`src/rtl/microseq_pkg.sv`:
```
package microseq_pkg;
  typedef enum logic [1:0] {
    CD_ALWAYS = 2'b00,
    CD_IND    = 2'b01,
    CD_SIGN   = 2'b10,
    CD_ZERO   = 2'b11
  } cond_e;

  typedef enum logic [1:0] {
    BR_JMP  = 2'b00,
    BR_CALL = 2'b01,
    BR_RET  = 2'b10,
    BR_MAP  = 2'b11
  } branch_e;

  typedef enum logic [1:0] {
    SRC_INC   = 2'b00,
    SRC_FIELD = 2'b01,
    SRC_SBR   = 2'b10,
    SRC_MAP   = 2'b11
  } src_e;
endpackage

```
`src/rtl/microseq_cond_sel.sv`:
```
module microseq_cond_sel #(
  parameter int N_COND = 4
) (
  input  logic [$clog2(N_COND)-1:0] cond_code,
  input  logic                      ind_bit,
  input  logic                      acc_sign,
  input  logic                      acc_zero,
  output logic                      test
);
  logic [N_COND-1:0] cands;

  always_comb begin
    cands = '0;
    cands[microseq_pkg::CD_ALWAYS] = 1'b1;
    cands[microseq_pkg::CD_IND]    = ind_bit;
    cands[microseq_pkg::CD_SIGN]   = acc_sign;
    cands[microseq_pkg::CD_ZERO]   = acc_zero;
    test = cands[cond_code];
  end
endmodule

```
`src/rtl/microseq_sel_logic.sv`:
```
module microseq_sel_logic (
  input  logic [1:0] br_code,
  input  logic       test,
  output logic [1:0] src_sel,
  output logic       load_sbr
);
  logic i1, i0;

  assign i1       = br_code[1];
  assign i0       = br_code[0];
  assign src_sel  = {i1, (i0 & i1) | (~i1 & test)};
  assign load_sbr = ~i1 & i0 & test;
endmodule

```
`src/rtl/microseq_addr_mux.sv`:
```
module microseq_addr_mux #(
  parameter int AW      = 7,
  parameter int OPW     = 4,
  parameter int MAP_LSB = 2
) (
  input  logic [1:0]     src_sel,
  input  logic [AW-1:0]  car_q,
  input  logic [AW-1:0]  sbr_q,
  input  logic [AW-1:0]  addr_field,
  input  logic [OPW-1:0] opcode,
  output logic [AW-1:0]  car_inc,
  output logic [AW-1:0]  car_next
);
  import microseq_pkg::*;

  logic [AW-1:0] mapped;

  assign car_inc = car_q + AW'(1);

  generate
    if (OPW + MAP_LSB < AW) begin : g_pad
      assign mapped = {{(AW-OPW-MAP_LSB){1'b0}}, opcode, {MAP_LSB{1'b0}}};
    end else begin : g_nopad
      assign mapped = AW'({opcode, {MAP_LSB{1'b0}}});
    end
  endgenerate

  always_comb begin
    unique case (src_e'(src_sel))
      SRC_INC:   car_next = car_inc;
      SRC_FIELD: car_next = addr_field;
      SRC_SBR:   car_next = sbr_q;
      SRC_MAP:   car_next = mapped;
      default:   car_next = car_inc;
    endcase
  end
endmodule

```
`src/rtl/microseq.sv`:
```
module microseq #(
  parameter int AW         = 7,
  parameter int OPW        = 4,
  parameter int MAP_LSB    = 2,
  parameter int FETCH_ADDR = 64
) (
  input  logic           clk,
  input  logic           rst,
  input  logic           stall,
  input  logic [1:0]     cond_code,
  input  logic [1:0]     br_code,
  input  logic [AW-1:0]  addr_field,
  input  logic           ind_bit,
  input  logic           acc_sign,
  input  logic           acc_zero,
  input  logic [OPW-1:0] opcode,
  output logic [AW-1:0]  car,
  output logic [AW-1:0]  sbr
);
  import microseq_pkg::*;

  localparam logic [AW-1:0] RESET_CAR = AW'(FETCH_ADDR);

  logic          test;
  logic [1:0]    src_sel;
  logic          load_sbr;
  logic [AW-1:0] car_inc;
  logic [AW-1:0] car_next;

  microseq_cond_sel #(.N_COND(4)) i_cond (
    .cond_code (cond_code),
    .ind_bit   (ind_bit),
    .acc_sign  (acc_sign),
    .acc_zero  (acc_zero),
    .test      (test)
  );

  microseq_sel_logic i_sel (
    .br_code  (br_code),
    .test     (test),
    .src_sel  (src_sel),
    .load_sbr (load_sbr)
  );

  microseq_addr_mux #(.AW(AW), .OPW(OPW), .MAP_LSB(MAP_LSB)) i_mux (
    .src_sel    (src_sel),
    .car_q      (car),
    .sbr_q      (sbr),
    .addr_field (addr_field),
    .opcode     (opcode),
    .car_inc    (car_inc),
    .car_next   (car_next)
  );

  always_ff @(posedge clk) begin
    if (rst) begin
      car <= RESET_CAR;
      sbr <= '0;
    end else if (!stall) begin
      car <= car_next;
      if (load_sbr) sbr <= car_inc;
    end
  end


  a_r1_reset_state: assert property (@(posedge clk)
    rst |=> (car == RESET_CAR && sbr == '0));


  a_r8_stall_hold: assert property (@(posedge clk) disable iff (rst)
    stall |=> ($stable(car) && $stable(sbr)));


  a_r5_return: assert property (@(posedge clk) disable iff (rst)
    (!stall && br_code == BR_RET) |=> car == $past(sbr));


  a_r6_map: assert property (@(posedge clk) disable iff (rst)
    (!stall && br_code == BR_MAP) |=>
      car == AW'({$past(opcode), {MAP_LSB{1'b0}}}));


  a_r9_sbr_only_call: assert property (@(posedge clk) disable iff (rst)
    (br_code != BR_CALL) |=> $stable(sbr));

  // an unconditional jump always lands on the address field
  a_r3_uncond_jump: assert property (@(posedge clk) disable iff (rst)
    (!stall && br_code == BR_JMP && cond_code == CD_ALWAYS) |=>
      car == $past(addr_field));

  // a false jump steps by one modulo 2**AW
  a_r7_step_wrap: assert property (@(posedge clk) disable iff (rst)
    (!stall && br_code == BR_JMP && cond_code == CD_IND && !ind_bit) |=>
      car == AW'($past(car) + AW'(1)));
endmodule

```
`config.mk`:
```
export PLATFORM = sky130hd
export DESIGN_NAME = microseq
export DESIGN_NICKNAME = d
export VERILOG_FILES = /design/src/rtl/microseq_pkg.sv /design/src/rtl/microseq_cond_sel.sv /design/src/rtl/microseq_sel_logic.sv /design/src/rtl/microseq_addr_mux.sv /design/src/rtl/microseq.sv
export SDC_FILE = /design/constraint.sdc
export NUM_CORES = 1
export LEC_CHECK = 0
export ABC_AREA = 1
export ABC_CLOCK_PERIOD_IN_PS = 1100
export CELL_PAD_IN_SITES_DETAIL_PLACEMENT = 0
export CELL_PAD_IN_SITES_GLOBAL_PLACEMENT = 1
export CORE_MARGIN = 2
export CORE_UTILIZATION = 26
export DETAILED_ROUTE_END_ITERATION = 6
export HOLD_SLACK_MARGIN = 0.1
export PLACE_DENSITY = 0.78
export SYNTH_ARGS = -nofsm -noshare
export SYNTH_HDL_FRONTEND = slang
export SYNTH_SLANG_ARGS = --single-unit
```
`constraint.sdc`:
```
create_clock -name clk -period 1.1 [get_ports clk]
set_input_delay 0.22 -clock clk [delete_from_list [all_inputs] [get_ports clk]]
set_output_delay 0.22 -clock clk [all_outputs]
set_load 0.1 [all_outputs]
```
==> results of run 1 <==
## area by class of cell
class / count / area, µm²
fill: 344 / 1501
clock inverter: 1 / 3.754
inverter: 24 / 90.09
multi-input combinational: 113 / 683.2
sequential: 14 / 322.8
tap: 46 / 57.56
clock buffer: 3 / 22.52
timing repair buffer: 57 / 681.9
## path summary, 6_finish.rpt
kind | to | slack (ns) | cells past startpoint
max reg2reg | car[4]$_SDFFE_PP0N_ | -0.07 | 8
min reg2reg | sbr[0]$_SDFFE_PP0P_ | 0.51 | 2
max | car[4]$_SDFFE_PP0N_ | -0.07 | 8
min | sbr[6]$_SDFFE_PP0P_ | 0.38 | 6
## per-layer routing
metal	share of wire [%]	vias up	GRT usage, %
met2	52	40	28.95
li1	-	610	-
met5	0	-	0
met3	4.6	7	3.214
met1	41	555	19.26
met4	1.8	0	5.978
## worst min-delay path, cell delays in order
cell	delay, ns
clkbuf_2	0.14
nor3_4	0.07
nand3_4	0.08
nand2_1	0.05
nand2_1	0.05
nor2_1	0.04
## metrics by stage
| stage | total power, W | setup slack (ns) | utilization [%] | hold WS (ns) | instance area, µm² |
|---|---|---|---|---|---|
| after floorplan | 0.0009469 | -0.2313 | - | 0.3387 | 984.7 |
| after global placement | 0.001253 | -0.5547 | 48.59 | 0.4904 | 1634 |
| after detailed placement | 0.001260 | -0.5510 | 48.59 | 0.4867 | 1634 |
| after CTS | 0.001643 | -0.07416 | 53.91 | 0.5064 | 1813 |
| after global routing | 0.001733 | -0.1421 | 55.36 | 0.4368 | 1862 |
| final | 0.001655 | -0.07360 | 55.36 | 0.3801 | 1862 |
## layout by cell type (no fill, tap or decap), types with 2 or more instances in the layout
master	count
nand2_1	36
inv_1	19
nand3_1	17
buf_12	15
buf_4	14
nor2_1	13
clkdlybuf4s50_1	12
dfxtp_4	10
nand2_2	8
a21oi_1	8
buf_6	8
dlygate4sd2_1	7
inv_2	5
o21ai_0	5
nand4_1	4
dfxtp_2	4
nand2_4	3
nand3_2	3
clkbuf_4	3
nand3_4	2
nor2_2	2
nand2_8	2
nor3_2	2
nor2_4	2
## logic make-up after synthesis
family                   after synthesis  share of synthesized area [%]
AND/OR/NAND/NOR                       94                          46.96
flip-flops                            14                          30.31
XOR/XNOR                               1                         0.9474
buffers and inverters                 27                          12.31
AO/OA/AOI/OAI                         15                          8.119
adder cells (fa/ha/maj)                1                          1.353
## power by group through the flow
stage / Combinational [W] / Sequential, W / Clock [W]
final: 0.000766 / 0.000568 / 0.000321
after global routing: 0.000813 / 0.000574 / 0.000346
after global placement: 0.000674 / 0.000580 / 0
after CTS: 0.000745 / 0.000572 / 0.000326
after floorplan: 0.000170 / 0.000777 / 0
after detailed placement: 0.000679 / 0.000581 / 0
## registers in the layout (all words and copies together) (netlist names)
register,flops
sbr,7
car,7
## what timing repair did
action,CTS,global route
setup buffers,4,1
setup endpoints to repair,20,20
cloned,1,1
hold buffers,0,0
pin swaps,15,5
gates resized for setup,36,11
==> impl_metrics.ini, run 1 <==
[worst_setup_path]
worstPathCellList = ha_4, nand2_4, o21ai_1, nand2_2, nand3_1, nand3_1, nand2_1, inv_1
cp_top_family = flip-flops
required_ns = 1.30
critical_path.max_stage_delay_ns = 0.39
crit_arrival_ns = 1.37
start_kind = flip-flop
cpMaxStageDelayCell = dfxtp_4
cpMostUsedCell = nand3_1
worstSetupStartpoint = car[1]$_SDFFE_PP0N_
crit_buf_inv = 1
path_max_fanout = 4
end_kind = flip-flop
reg2reg_from = car[1]$_SDFFE_PP0N_
path_class = flip-flop to flip-flop

[clock_network]
h-tree-depth = 1
cts_buffers = 3
clk_path_buf_depth = 2
clk_pin_slew_ns = 0.09
cts_sinks = 14
clk_latency_ns = 0.29
cts_tree = yes
cts.root.buffer_cell = clkbuf_4

[floorplanning]
die_w_um = 63.64
core_area_um2 = 3363
initial_core_util_pct = 27.49
row_count = 21
io_pins = 35
dieArea_um2 = 4049
die_y_um = 63.64

[final_layout]
drive_above_1_share_pct = 41.98
area_growth_pct = 101.4
final_cells = 258
fin_nets = 235
n_antenna_cell = 0

[routing]
wl_mm = 3.178
drt_pass1_iterations = 4
wl_per_cell_um = 12.32
drt_drc_violations_left = 0
drt_iter0_markers = 46
drtAntennaViolNets = 0
vias = 1212
via_per_inst = 4.698

[place]
hpwlAfterDp_mm = 2.329
dp.cells = 247
numPortBuffers = 34
place.gp.congestion = 0.8369

[global_route]
grt_pass1_vias = 1235
track_usage_pct = 16.31
grt_max_degree = 15
antenna_found_initial = 0
grt_pass1_wl_mm = 5.237
globalRouteOverflowTotal = 0

[min_path]
hold_start = br_code[1]
hp-class = primary input to flip-flop

[pwr]
switching_share_pct = 40.34
p_per_area_nw_per_um2 = 889.0
p_switching_w = 0.0006677
power.leakage_nw = 0.8595
pwr-share-seq_pct = 34.3
max-vdd-ir-drop_v = 0.0002765
p_int_w = 0.0009874
clock_power_share_pct = 19.4
combPwrFrac_pct = 46.3

[logic_synthesis]
ys_seq_area_share_pct = 30.31
yosys.area.top_type = dfxtp_1
syn_avg_cell_area_um2 = 6.083
yosys_most_used_dff = dfxtp_1
synth.distinct_cells = 21
syn_nets = 174
synth_area_um2 = 924.6
synth_top_area_share_pct = 30.31
syn_inst = 152
synth_edf_count = 0
synth_seq_cells = 14
yosysMostFrequentCell = nand2_1
yosys-top-cells-area = dfxtp_1, nand2_1, nand3_1
synth_common_cells = nand2_1, inv_1, nand3_1
async_flop_share_pct = 0
ys_warn_count = 0

[sta]
slew_headroom_pct = 82.49
worst-slew-pin-transition_ns = 0.2627
fin_worst_skew_ns = 0.003837
setup_ws_ns = -0.07360
slew_violations = 0
fin_crit_ns = 1.174
finalHoldViolations = 0
rsz0062_at_grt = yes
fin_crit_sh_pct = 106.7
fin_tns_setup_ns = -0.6173
max_freq_mhz = 852.1
setup_viol = 13

[outcome]
violations = setup timing
outcome = finished with violations

[run]
drv_cap = 0
(Power assumes the default switching activity.)
==> inputs of run 2 (changes only) <==
Settings changed: ABC_CLOCK_PERIOD_IN_PS 1100 to 1300, CORE_UTILIZATION 26 to 28, PLACE_DENSITY 0.78 to 0.8.
Clock period 1.1 ns to 1.3 ns, I/O delays scaled along.
==> impl_metrics.ini, run 2 (synthesis gave the netlist of run 1 again) <==
[floorplanning]
io_pins = 35
dieArea_um2 = 3778
row_count = 20
core_area_um2 = 3103
initial_core_util_pct = 29.80
die_w_um = 61.47
die_y_um = 61.47

[place]
dp.cells = 239
place.gp.congestion = 0.8865
dpl_cell_area_um2 = 1577
hpwlAfterDp_mm = 2.283
numPortBuffers = 34
dpl_worst_slack_ns = -0.3673

[clock_network]
cts_tree = yes
clk_path_buf_depth = 2
cts_buffers = 3
h-tree-depth = 1
clk_pin_slew_ns = 0.09
cts_sinks = 14
cts.root.buffer_cell = clkbuf_4
clk_latency_ns = 0.29

[pwr]
combPwrFrac_pct = 41.2
pwr-share-seq_pct = 35.5
power.leakage_nw = 0.8034
p_per_area_nw_per_um2 = 821.0
clock_power_share_pct = 23.3
switching_share_pct = 38.20
max-vdd-ir-drop_v = 0.0004042
p_switching_w = 0.0005325
p_int_w = 0.0008615

[sta]
setup_ws_ns = 0.06239
fin_worst_skew_ns = 0.003496
rsz0062_at_grt = no
fin_crit_ns = 1.238
worst-slew-pin-transition_ns = 0.2444
slew_violations = 0
finalHoldViolations = 0
slew_headroom_pct = 83.68
max_freq_mhz = 808.0
setup_viol = 0
holdWs_ns = 0.4952
fin_crit_sh_pct = 95.20

[worst_setup_path]
path_class = primary input to flip-flop
start_kind = primary input
required_ns = 1.49
r2r_slack_ns = 0.07
reg2reg_from = car[1]$_SDFFE_PP0N_
path_max_fanout = 5
reg2reg_depth = 8
reg2reg_to = car[2]$_SDFFE_PP0N_
end_kind = flip-flop
crit_arrival_ns = 1.43

[final_layout]
drive_above_1_share_pct = 33.66
n_antenna_cell = 0
stdcell_area_um2 = 1698
layout_common_cells = nand2_1, nand3_1, inv_1
final_cells = 246
fin_nets = 225
area_growth_pct = 83.63
top_regs = car (7), sbr (7)
final_common_cell = nand2_1

[routing]
wl_mm = 3.044
vias = 1124
drt_drc_violations_left = 0
drtAntennaViolNets = 0
wl_per_cell_um = 12.37
drt_iter0_markers = 39
via_per_inst = 4.569
drt_pass1_iterations = 4

[outcome]
outcome = finished, final reports clean

[run]
drv_cap = 0

[min_path]
hold_start = sbr[3]$_SDFFE_PP0P_
hold_path_end = sbr[3]$_SDFFE_PP0P_
holdPathStages = 2
hp-class = flip-flop to flip-flop

[global_route]
grt_max_degree = 11
antenna_found_initial = 0
globalRouteOverflowTotal = 0
grt_pass1_wl_mm = 4.850
grt_pass1_vias = 1080
track_usage_pct = 17.33
run 2: changes by cell type in the layout (fill, tap and decap cells not counted), sizes merged:
cell and change:
inv -1, nand3 -1, buf -8, dlymetal6s2s +2
clkdlybuf4s50 +4, nand2 -1, dlygate4sd2 -5
run 2: through the flow:
step	util (%)	total power, W	setup TNS (ns)
after global routing	54.72	0.001462	0
after global placement	50.81	0.001043	-4.076
final	54.72	0.001394	0
after CTS	52.38	0.001376	-0.002951
after floorplan	-	0.0008013	-0.06180
after detailed placement	50.81	0.001043	-4.278
run 2: worst max-delay path by stage:
stage / startpoint / to / slack, ns
floorplan: car[1]$_SDFFE_PP0N_ / sbr[6]$_SDFFE_PP0P_ / -0.04
global placement: stall / sbr[6]$_SDFFE_PP0P_ / -0.38
CTS: cond_code[0] / car[4]$_SDFFE_PP0N_ / -0.003
detailed placement: stall / sbr[0]$_SDFFE_PP0P_ / -0.37
finish: acc_zero / car[4]$_SDFFE_PP0N_ / 0.06
global route: car[1]$_SDFFE_PP0N_ / car[2]$_SDFFE_PP0N_ / 0.0007
run 2: what timing repair did:
action / in CTS / in global routing
buffers inserted: 0 / 3
setup endpoints to repair: 6 / 9
hold buffers: 0 / 0
pin swaps: 1 / 6
cloned: 0 / 0
resized for setup: 5 / 15
run 2: critical path, stage by stage:
cell and delay [ns]:
clkdlybuf4s50_1 0.45, nand2_1 0.10, nand3_4 0.15, nand2_4 0.08, buf_6 0.13, nand3_1 0.07, nand3_1 0.08, nand2_1 0.07
inv_1 0.03
run 2: metal layers:
metal	up-vias	part of all wire, %	GRT usage (%)
li1	583	-	-
met1	498	44	23.89
met2	38	48	26.60
met3	5	5.8	2.311
met4	0	1.7	8.511
met5	-	0	0
run 2: power by group through the flow:
stage               Clock (W)  Sequential (W)  Combinational (W)
CTS                  0.000335        0.000496           0.000544
floorplan                   0        0.000660           0.000141
finish               0.000325        0.000495           0.000574
global route         0.000353        0.000500           0.000609
detailed placement          0        0.000506           0.000537
global placement            0        0.000506           0.000536
run 2: final cells by class:
| cell class | instances | area (µm²) |
|---|---|---|
| tap | 44 | 55.05 |
| clock buffer | 4 | 36.28 |
| inverter | 24 | 90.09 |
| sequential | 14 | 312.8 |
| timing repair buffer | 49 | 599.3 |
| multi-input combinational | 111 | 604.3 |
| fill | 317 | 1405 |
==> inputs of run 3 (changes only) <==
Settings changed: HOLD_SLACK_MARGIN 0.1 to 0.08.
==> results of run 3 <==
Same layout as run 2: the final DEF is identical, and so are final timing and power.
